<file path="src/rtl/rx_port_sched_pkg.sv">
// Shared types of the receive port scheduler.
// Assumes nothing beyond IEEE 1800-2017 enums.
package rx_port_sched_pkg;

    // Scheduler phase
    typedef enum logic [1:0] {
        ST_SEL   = 2'd0,
        ST_DATA  = 2'd1,
        ST_PAUSE = 2'd2,
        ST_HOLD  = 2'd3
    } sched_st_e;

    // What the output register loads on the coming edge
    typedef enum logic [1:0] {
        OUT_IDLE = 2'd0,
        OUT_ADDR = 2'd1,
        OUT_WORD = 2'd2
    } out_kind_e;

endpackage

</file>
<file path="src/rtl/rxps_eligible.sv">
// Per-port candidacy flags.
// A port is eligible when its nonzero fill reaches the threshold or a packet
// end is pending. A port "has data" when it holds any word or a pending end.
// Assumes the fill inputs are current for this cycle.
module rxps_eligible #(
    parameter int NPORTS = 4,
    parameter int FILL_W = 8
) (
    input  logic [NPORTS*FILL_W-1:0] port_fill,
    input  logic [NPORTS-1:0]        port_eop_pend,
    input  logic [FILL_W-1:0]        fill_thresh,
    output logic [NPORTS-1:0]        elig,
    output logic [NPORTS-1:0]        has_data
);

    for (genvar p = 0; p < NPORTS; p++) begin : g_port
        logic [FILL_W-1:0] lvl;
        // Slice out this port's fill and derive its two flags
        always_comb begin
            lvl         = port_fill[p*FILL_W +: FILL_W];
            elig[p]     = ((lvl >= fill_thresh) && (lvl != '0)) || port_eop_pend[p];
            has_data[p] = (lvl != '0) || port_eop_pend[p];
        end
    end

endmodule

</file>
<file path="src/rtl/rxps_rr_pick.sv">
// Rotating first-requester search.
// Scans req starting at index start and wrapping around. It reports the first
// set bit. Assumes start < N.
module rxps_rr_pick #(
    parameter int N  = 4,
    parameter int IW = 2
) (
    input  logic [N-1:0]  req,
    input  logic [IW-1:0] start,
    output logic          found,
    output logic [IW-1:0] idx
);

    // Walk every position once in rotation order and keep the first hit
    always_comb begin
        found = 1'b0;
        idx   = '0;
        for (int k = 0; k < N; k++) begin
            int cand;
            cand = int'(start) + k;
            if (cand >= N) cand = cand - N;
            if (!found && req[cand]) begin
                found = 1'b1;
                idx   = IW'(cand);
            end
        end
    end

endmodule

</file>
<file path="src/rtl/rxps_out_reg.sv">
// Registered link-side outputs.
// Loads either an idle pattern, an in-band address or a data word on each
// edge, and computes odd parity over the value being loaded.
// Assumes kind is settled before the edge.
module rxps_out_reg
    import rx_port_sched_pkg::*;
#(
    parameter int IW     = 2,
    parameter int DATA_W = 32,
    parameter int MW     = 2
) (
    input  logic              clk,
    input  logic              rst_n,
    input  out_kind_e         kind,
    input  logic [IW-1:0]     addr,
    input  logic [DATA_W-1:0] w_data,
    input  logic              w_sop,
    input  logic              w_eop,
    input  logic [MW-1:0]     w_mod,
    input  logic              w_err,
    output logic [DATA_W-1:0] rdata,
    output logic              rvalid,
    output logic              rsx,
    output logic              rsop,
    output logic              reop,
    output logic [MW-1:0]     rmod,
    output logic              rerr,
    output logic              rparity
);

    logic [DATA_W-1:0] d_n;

    // Choose the value the data bus takes next
    always_comb begin
        case (kind)
            OUT_ADDR: d_n = DATA_W'(addr);
            OUT_WORD: d_n = w_data;
            default:  d_n = '0;
        endcase
    end

    // Register the bus, its qualifiers and its parity
    always_ff @(posedge clk) begin
        if (!rst_n) begin
            rdata   <= '0;
            rvalid  <= 1'b0;
            rsx     <= 1'b0;
            rsop    <= 1'b0;
            reop    <= 1'b0;
            rmod    <= '0;
            rerr    <= 1'b0;
            rparity <= 1'b1;
        end else begin
            rdata   <= d_n;
            rvalid  <= (kind == OUT_WORD);
            rsx     <= (kind == OUT_ADDR);
            rsop    <= (kind == OUT_WORD) && w_sop;
            reop    <= (kind == OUT_WORD) && w_eop;
            rmod    <= ((kind == OUT_WORD) && w_eop) ? w_mod : '0;
            rerr    <= (kind == OUT_WORD) && w_err;
            rparity <= ~^d_n;
        end
    end

    // a nonzero modulo only ever comes with a valid end-of-packet word
    assert_mod_on_eop_R11: assert property (@(posedge clk) disable iff (!rst_n)
        (rmod != '0) |-> (reop && rvalid));

    // an address strobe and valid data never share a cycle
    assert_sx_excl_R3: assert property (@(posedge clk) disable iff (!rst_n)
        !(rsx && rvalid));

endmodule

</file>
<file path="src/rtl/rx_port_sched.sv">
// Receive port scheduler, top level.
// Chooses a FIFO port, emits its in-band address strobe and then up to BURST
// words while the active-low enable allows. In default mode it reselects a
// port that still has data. In fixed-burst mode it pauses after a packet end
// and holds the strobe while the link is not ready.
// Assumes the FIFO head fields and fill levels are valid in the same cycle,
// and that a pop takes effect at the edge. Needs NPORTS <= 256 and
// PAUSE_CYC >= 1.
module rx_port_sched
    import rx_port_sched_pkg::*;
#(
    parameter int NPORTS    = 4,
    parameter int FILL_W    = 8,
    parameter int DATA_W    = 32,
    parameter int BURST     = 4,
    parameter int PAUSE_CYC = 2,
    localparam int IW = (NPORTS > 1) ? $clog2(NPORTS) : 1,
    localparam int MW = $clog2(DATA_W/8)
) (
    input  logic                     clk,
    input  logic                     rst_n,
    input  logic                     fixed_burst,
    input  logic [FILL_W-1:0]        fill_thresh,
    input  logic [NPORTS*FILL_W-1:0] port_fill,
    input  logic [NPORTS-1:0]        port_eop_pend,
    input  logic [NPORTS*DATA_W-1:0] port_data,
    input  logic [NPORTS-1:0]        port_sop,
    input  logic [NPORTS-1:0]        port_eop,
    input  logic [NPORTS*MW-1:0]     port_mod,
    input  logic [NPORTS-1:0]        port_err,
    input  logic                     enb_n,
    output logic [NPORTS-1:0]        port_pop,
    output logic [DATA_W-1:0]        rdata,
    output logic                     rvalid,
    output logic                     rsx,
    output logic                     rsop,
    output logic                     reop,
    output logic [MW-1:0]            rmod,
    output logic                     rerr,
    output logic                     rparity
);

    localparam int BW = $clog2(BURST + 1);
    localparam int PW = $clog2(PAUSE_CYC + 1);

    sched_st_e         st, st_n;
    logic [IW-1:0]     cp, cp_n, addr_n, rr_start, other_idx, sel_idx;
    logic              pref, pref_n, other_ok, sel_ok, en;
    logic [BW-1:0]     bc, bc_n;
    logic [PW-1:0]     pc, pc_n;
    logic [NPORTS-1:0] elig, has_data, cp_oh;
    out_kind_e         kind;

    logic [FILL_W-1:0] fill_a [NPORTS];
    logic [DATA_W-1:0] data_a [NPORTS];
    logic [MW-1:0]     mod_a  [NPORTS];

    // Unpack the per-port buses into arrays
    for (genvar p = 0; p < NPORTS; p++) begin : g_unpack
        assign fill_a[p] = port_fill[p*FILL_W +: FILL_W];
        assign data_a[p] = port_data[p*DATA_W +: DATA_W];
        assign mod_a[p]  = port_mod[p*MW +: MW];
    end

    assign en = ~enb_n;

    rxps_eligible #(.NPORTS(NPORTS), .FILL_W(FILL_W)) i_elig (
        .port_fill     (port_fill),
        .port_eop_pend (port_eop_pend),
        .fill_thresh   (fill_thresh),
        .elig          (elig),
        .has_data      (has_data)
    );

    // One-hot of the current port and the rotation start after it
    always_comb begin
        cp_oh     = '0;
        cp_oh[cp] = 1'b1;
        rr_start  = (cp == IW'(NPORTS - 1)) ? '0 : cp + 1'b1;
    end

    rxps_rr_pick #(.N(NPORTS), .IW(IW)) i_pick (
        .req   (elig & ~cp_oh),
        .start (rr_start),
        .found (other_ok),
        .idx   (other_idx)
    );

    // Port choice: stay with the current port unless another one is preferred
    always_comb begin
        sel_ok  = 1'b1;
        sel_idx = cp;
        if (!pref && has_data[cp]) begin
            sel_idx = cp;
        end else if (other_ok) begin
            sel_idx = other_idx;
        end else if (has_data[cp]) begin
            sel_idx = cp;
        end else begin
            sel_ok = 1'b0;
        end
    end

    // Scheduler next state, pop and output load selection
    always_comb begin
        st_n     = st;
        cp_n     = cp;
        pref_n   = pref;
        bc_n     = bc;
        pc_n     = pc;
        kind     = OUT_IDLE;
        addr_n   = cp;
        port_pop = '0;
        case (st)
            ST_SEL: begin
                if (sel_ok && (en || fixed_burst)) begin
                    kind   = OUT_ADDR;
                    addr_n = sel_idx;
                    cp_n   = sel_idx;
                    bc_n   = '0;
                    st_n   = en ? ST_DATA : ST_HOLD;
                end
            end
            ST_HOLD: begin
                kind = OUT_ADDR;
                if (en) begin
                    st_n = ST_DATA;
                    bc_n = '0;
                end
            end
            ST_DATA: begin
                if (!en) begin
                    st_n   = ST_SEL;
                    pref_n = 1'b1;
                end else if (fill_a[cp] != '0) begin
                    kind         = OUT_WORD;
                    port_pop[cp] = 1'b1;
                    if (port_eop[cp]) begin
                        if (fixed_burst) begin
                            st_n = ST_PAUSE;
                            pc_n = PW'(PAUSE_CYC);
                        end else begin
                            st_n   = ST_SEL;
                            pref_n = 1'b0;
                        end
                    end else if (bc == BW'(BURST - 1)) begin
                        st_n   = ST_SEL;
                        pref_n = 1'b0;
                    end else begin
                        bc_n = bc + 1'b1;
                    end
                end
            end
            ST_PAUSE: begin
                if (pc <= PW'(1)) begin
                    st_n   = ST_SEL;
                    pref_n = 1'b1;
                end else begin
                    pc_n = pc - 1'b1;
                end
            end
            default: st_n = ST_SEL;
        endcase
    end

    // Scheduler state registers
    always_ff @(posedge clk) begin
        if (!rst_n) begin
            st   <= ST_SEL;
            cp   <= '0;
            pref <= 1'b0;
            bc   <= '0;
            pc   <= '0;
        end else begin
            st   <= st_n;
            cp   <= cp_n;
            pref <= pref_n;
            bc   <= bc_n;
            pc   <= pc_n;
        end
    end

    rxps_out_reg #(.IW(IW), .DATA_W(DATA_W), .MW(MW)) i_out (
        .clk     (clk),
        .rst_n   (rst_n),
        .kind    (kind),
        .addr    (addr_n),
        .w_data  (data_a[cp]),
        .w_sop   (port_sop[cp]),
        .w_eop   (port_eop[cp]),
        .w_mod   (mod_a[cp]),
        .w_err   (port_err[cp]),
        .rdata   (rdata),
        .rvalid  (rvalid),
        .rsx     (rsx),
        .rsop    (rsop),
        .reop    (reop),
        .rmod    (rmod),
        .rerr    (rerr),
        .rparity (rparity)
    );

    // Monitor: valid words seen on the outputs since the last strobe
    logic [BW:0] mon_words;
    always_ff @(posedge clk) begin
        if (!rst_n)                                      mon_words <= '0;
        else if (rsx)                                    mon_words <= '0;
        else if (rvalid && (mon_words != {(BW+1){1'b1}})) mon_words <= mon_words + 1'b1;
    end

    // valid data only after an edge that saw the enable active
    assert_valid_after_en_R2: assert property (@(posedge clk) disable iff (!rst_n)
        rvalid |-> $past(!enb_n));

    // a pop is always followed by a valid word
    assert_pop_then_valid_R2: assert property (@(posedge clk) disable iff (!rst_n)
        (port_pop != '0) |=> rvalid);

    // never more than one FIFO popped at a time
    assert_pop_single_R4: assert property (@(posedge clk) disable iff (!rst_n)
        $onehot0(port_pop));

    // a strobe is followed by at most BURST words
    assert_burst_limit_R5: assert property (@(posedge clk) disable iff (!rst_n)
        mon_words <= (BW+1)'(BURST));

    // valid drops right after a packet end
    assert_gap_after_eop_R5: assert property (@(posedge clk) disable iff (!rst_n)
        (rvalid && reop) |=> !rvalid);

    // the pause after a packet end stays quiet
    assert_pause_quiet_R8: assert property (@(posedge clk) disable iff (!rst_n)
        (st == ST_PAUSE) |=> (!rvalid && !rsx));

    // back-to-back strobes keep the same address
    assert_hold_addr_R9: assert property (@(posedge clk) disable iff (!rst_n)
        (rsx && $past(rsx)) |-> $stable(rdata));

    // an empty addressed FIFO yields an idle cycle
    assert_empty_idle_R12: assert property (@(posedge clk) disable iff (!rst_n)
        ((st == ST_DATA) && en && (fill_a[cp] == '0)) |=> (!rvalid && !rsx));

endmodule

</file>
<file path="config.mk">
export PLATFORM = sky130hd
export DESIGN_NAME = rx_port_sched
export DESIGN_NICKNAME = d
export VERILOG_FILES = /design/src/rtl/rx_port_sched_pkg.sv /design/src/rtl/rxps_eligible.sv /design/src/rtl/rxps_rr_pick.sv /design/src/rtl/rxps_out_reg.sv /design/src/rtl/rx_port_sched.sv
export SDC_FILE = /design/constraint.sdc
export NUM_CORES = 1
export LEC_CHECK = 0
export BUFFER_PORTS_ARGS = -buffer_cell sky130_fd_sc_hd__buf_2
export CORE_MARGIN = 2
export CORE_UTILIZATION = 44
export CTS_BUF_LIST = sky130_fd_sc_hd__clkbuf_8
export DETAILED_ROUTE_END_ITERATION = 6
export GPL_TIMING_DRIVEN = 0
export PLACE_DENSITY = 0.8
export SLEW_MARGIN = 20
export SYNTH_ARGS = -nofsm -noshare
export SYNTH_HDL_FRONTEND = slang
export SYNTH_SLANG_ARGS = --single-unit
</file>
<file path="constraint.sdc">
create_clock -name clk -period 8.5 [get_ports clk]
set_input_delay 0.425 -clock clk [delete_from_list [all_inputs] [get_ports clk]]
set_output_delay 0.425 -clock clk [all_outputs]
set_load 0.03 [all_outputs]
</file>
[After elaboration in Yosys (flattened, before gate mapping)]
Index checks and enable logic that the tools add are counted.
Widths: inputs -> output; s select.
Storage, ports and cells
  bits in latches: 0
  word-level logic and storage cells: 192
  ROM bits: 0
  memories kept: 0
  memory bits (writable): 0
  output and inout bits: 44
  register bits after elaboration: 50
Cells by class
  eq/ne operators: 20
  shift-type cells: 0
  multiply operators: 0
  bitwise operators: 4
  reduce and logical (&&, ||, !) cells: 40
  divide/modulo/power cells: 0
  mux-type cells: 89
  order comparisons: 16
  add/subtract/negate cells: 10
Operators by type and width (number)
  $mux 32: 6
  $lt 32x4->1 const B: 4
  $ge 32x4->1 const B: 3
  $sub 32x4->32 const B: 3
  $bmux 32 s2: 1
  $pmux 32 s2: 1
  $mux 2: 27
  $reduce_bool 8->1: 5
  $ge 8x8->1: 4
  $reduce_xnor 32->1: 1
  $mux 1: 27
  $mux 3: 6
  $ne 2x2->1 const B: 9
  $bmux 1 s2: 8
  $bmux 8 s2: 1
  $mux 8: 2
  $logic_and 1x1->1: 13
  $mux 4: 3
  $reduce_and 5->1: 2
  $logic_or 1x1->1: 9
  $pmux 3 s3: 1
  $eq 2x2->1 const B: 4
  $pmux 2 s4: 1
  $reduce_and 7->1: 1
  32 further kinds: 37

[Depth between registers and ports, before layout]
  word-level depth: 27
  gate-level depth with buffers: 17
  gate-level depth less buffers: 14

[Cells and area by module]
Synthesis repeated with hierarchy kept, for this count alone.
Second synthesis, totals
  cells, all modules: 412
  area, all modules: 4191.5 um2
By module, submodules not included
  rx_port_sched: instances 1, area an instance 1833.0 um2, cells each 164, seq. area each 200.2 um2
  rxps_out_reg: instances 1, area an instance 1508.9 um2, cells each 138, seq. area each 800.8 um2
  rxps_eligible: instances 1, area an instance 772.0 um2, cells each 95, seq. area each 0.0 um2
  rxps_rr_pick: instances 1, area an instance 77.6 um2, cells each 15, seq. area each 0.0 um2

[Worst setup path after synthesis]
OpenSTA, ideal clock, no wires.
  path kind: register to register
  start: reg cp[0]
  end: reg i_out.rdata[2]
  buffers on the path: 6
  required time: 8.372 ns
  cell stages (with the launch flop): 18
  slack: 4.622 ns
  setup time: 0.128 ns
  arrival time: 3.750 ns
  cells stage by stage: dfxtp_1 > buf_6 > buf_12 > buf_8 > clkbuf_1 > inv_1 > ha_1 > a211o_1 > o22a_1 > o32a_1 > and4_1 > o31a_1 > ha_1 > nand2_1 > or2_2 > clkbuf_1 > clkbuf_1 > nor2b_1
Between the ends
  cells in the longest elaborated chain, start to end: 26
Ends and longest elaborated chain
  start: declaration: RTL line rx_port_sched.sv:47  | logic [IW-1:0] cp, cp_n, addr_n, rr_start, other_idx, sel_idx;
  start signal: assignment: RTL line rx_port_sched.sv:176  | cp <= cp_n;
  branches (longest 25 deep; another with $sub 32x4->32)
  $pmux 32 s2 (*): RTL line rxps_out_reg.sv:35  | case (kind)
  end signal: assignment: RTL line rxps_out_reg.sv:54  | rdata <= d_n;
  end: declaration: RTL line rxps_out_reg.sv:21  | output logic [DATA_W-1:0] rdata,
Every way passes the cells marked *. The select of a mux whose other input is x is not followed.
A chain may end at the register's enable or synchronous reset.

[Worst setup path after layout]
Ends and elaborated chain as after synthesis.

==> results_dict.tcl <==
set metrics [dict create \
    cts_tree "yes" \
    clk_pin_slew_worst_paths_ns 0.10 \
    io_buffer_count 239 \
    ys.flop_type "dfxtp_1" \
    holdCritPathClass "input port to register" \
    status "finished clean" \
    setup.worst_path.start_class "register" \
    setup-violations-final 0 \
    area_growth_pct 34.28 \
    cp_data_required_time_ns 8.67 \
    fin_worst_skew_ns 0.006605 \
    ys_types 59 \
    gr-usage-all-layers 0.2448 \
    die-height_um 100.9 \
    worst_slew_pin_slew_ns 0.7490 \
    fin_nets 874 \
    ctsResizeCount 0 \
    synth.avg_cell_area_um2 10.74 \
    vdd_drop_max_mv 0.1138 \
    yosys.area.top_type "dfxtp_1" \
    critPathArrivalTime_ns 4.99 \
    final.min_clock_period_ns 4.828 \
    multi_input_area_um2 2923 \
    hold_violations 0 \
    synth_common_cells "dfxtp_1 (50), ha_1 (47), nor2b_1 (34)" \
    initial_core_util 0.4497 \
    max_freq_mhz 207.1 \
    core_um2 9196 \
    postSynth.asyncResetShare 0 \
    viasPerCell 5.594 \
    fin_crit_sh 0.5680 \
    crit_fanout 10 \
    gp_congestion 0.9063 \
    synth_nets 628 \
    reg2reg_slack_ns 3.67 \
    syn_inst 385 \
    cts_buffer_depth 2 \
    rows 35 \
    crit_type "register to register" \
    ant_nets 0 \
    crit_path_end_kind "register" \
    ctsHoldBuffers 0 \
    route.detailed.drc 0 \
    finalSetupTns_ns 0 \
    dpl.hpwl_um 11090 \
    finish.utilization 0.6038 \
    cts_root_buf "clkbuf_8" \
    die_w_um 100.9 \
    finalWorstSetupSlack_ns 3.672 \
    synth_edf_count 0 \
    ys_seq_elements 50 \
    rsz0062_at_grt "no" \
    grt_pass1_vias 4136 \
    ioPinCount 240 \
    placed_area_um2 5470 \
    grt_max_degree 16 \
    drv_cap 0 \
    regArea_um2 1001 \
    dp_slack_ns 3.580 \
    cts_setup_buffers 0 \
    wl_per_cell_um 17.84 \
    grt_pass1_wl_um 19600 \
    drt_iter0_drc 104 \
    drt-pass1-iter-count 4 \
    synth.most_common_cell "dfxtp_1" \
    antenna_found_initial 0 \
    synth_top_area_share 0.2421 \
    syn_area_um2 4135 \
    ys_top_cells_by_area "dfxtp_1 (24%), ha_1 (14%), mux4_2 (12%)" \
    cts_buffers 5 \
    finalPower_mw 1.031 \
    slew_violations 0 \
    p_leak_nw 2.723 \
    synth_warnings 0 \
    relSlewSlack 0.5007 \
    grt.overflow.total 0 \
    powerDensity_nw_per_um2 185.7 \
    final_area_um2 5553 \
    clock_latency_ns 0.30 \
    vias 4151 \
    diodes 0 \
    htreeDepth 2 \
    dieArea_um2 10190 \
    drive_gt1_frac 0.4422 \
    drt_wl_total_um 13230 \
    ys_seq_area_frac 0.2421 \
    cts.sinks 50 \
    fill_cells 791 \
]
## metrics by stage
stage	cells	hold slack, ns
after floorplan	385	0.4321
after detailed placement	735	0.4606
after CTS	742	0.3749
after global routing	742	0.3846
after global placement	735	0.4508
final	742	0.3835
## cell families after synthesis
logic type | count (synthesis) | share of synthesized area
mux | 40 | 0.2263
xor+xnor | 27 | 0.06899
buf+inv | 45 | 0.05113
flops | 50 | 0.2421
compound gates | 56 | 0.1008
fa+ha+maj | 48 | 0.1446
simple gates | 119 | 0.1661
## registers in the layout (all words and copies together) (netlist names), 2 cells and up
register,count
i_out.rdata,32
bc,3
cp,2
i_out.rmod,2
pc,2
st,2
## power breakdown
part,internal [mW],switching [mW]
logic,0.319,0.300
registers,0.258,0.0153
clock network,0.0571,0.0818
## cell type report
cell class	count	area share
sequential	50	0.1803
clock inverter	2	0.002479
inverter	32	0.02163
multi-input combinational	290	0.5264
clock buffer	5	0.01239
tap	111	0.02501
buffer	13	0.01645
timing repair buffer	239	0.2154
## per-layer routing
metal,routed length [µm],GRT usage,vias up,share of wire
met4,297,0.07173,0,0.022
met3,809,0.04230,22,0.061
met5,0,0,-,0
met2,6921,0.4641,190,0.52
li1,-,-,1942,-
met1,5205,0.2788,1997,0.39
## cells in the final DEF (no fill, tap or decap), types with 3 or more instances in the layout
| master | count |
|---|---|
| a2111oi_0 | 5 |
| a211o_1 | 3 |
| a211oi_1 | 5 |
| a21boi_0 | 4 |
| a21oi_1 | 5 |
| and2_1 | 10 |
| and3b_1 | 4 |
| buf_2 | 242 |
| clkbuf_1 | 5 |
| clkbuf_8 | 5 |
| dfxtp_1 | 50 |
| ha_1 | 47 |
| inv_1 | 32 |
| mux4_1 | 16 |
| mux4_2 | 22 |
| nand2_1 | 13 |
| nand2b_1 | 5 |
| nand3_1 | 6 |
| nand4_1 | 6 |
| nor2_1 | 16 |
| nor2b_1 | 34 |
| nor3_1 | 5 |
| nor4_1 | 6 |
| o21a_1 | 3 |
| o21ai_0 | 8 |
| o21bai_1 | 3 |
| xnor2_1 | 20 |
| xnor3_1 | 3 |
| xor2_1 | 3 |
## worst max-delay path: stages (launching register included)
cell      delay (ns)
dfxtp_1         0.42
buf_6           0.20
buf_12          0.16
buf_8           0.17
clkbuf_1        0.59
inv_1           0.15
ha_1            0.27
a211o_1         0.23
o22a_1          0.22
o32a_1          0.22
and4_1          0.21
o31a_1          0.30
ha_1            0.26
nand2_1         0.17
or2_2           0.16
clkbuf_1        0.39
clkbuf_1        0.47
nor2b_1         0.12
## worst paths after layout
kind / start / end / cells past startpoint
max: cp[0] / i_out.rdata[2] / 17
min: rst_n / i_out.rdata[1] / 2
max reg2reg: cp[0] / i_out.rdata[2] / 17
min reg2reg: pref / pref / 2
Note: power is estimated with default switching activity, not from simulation.
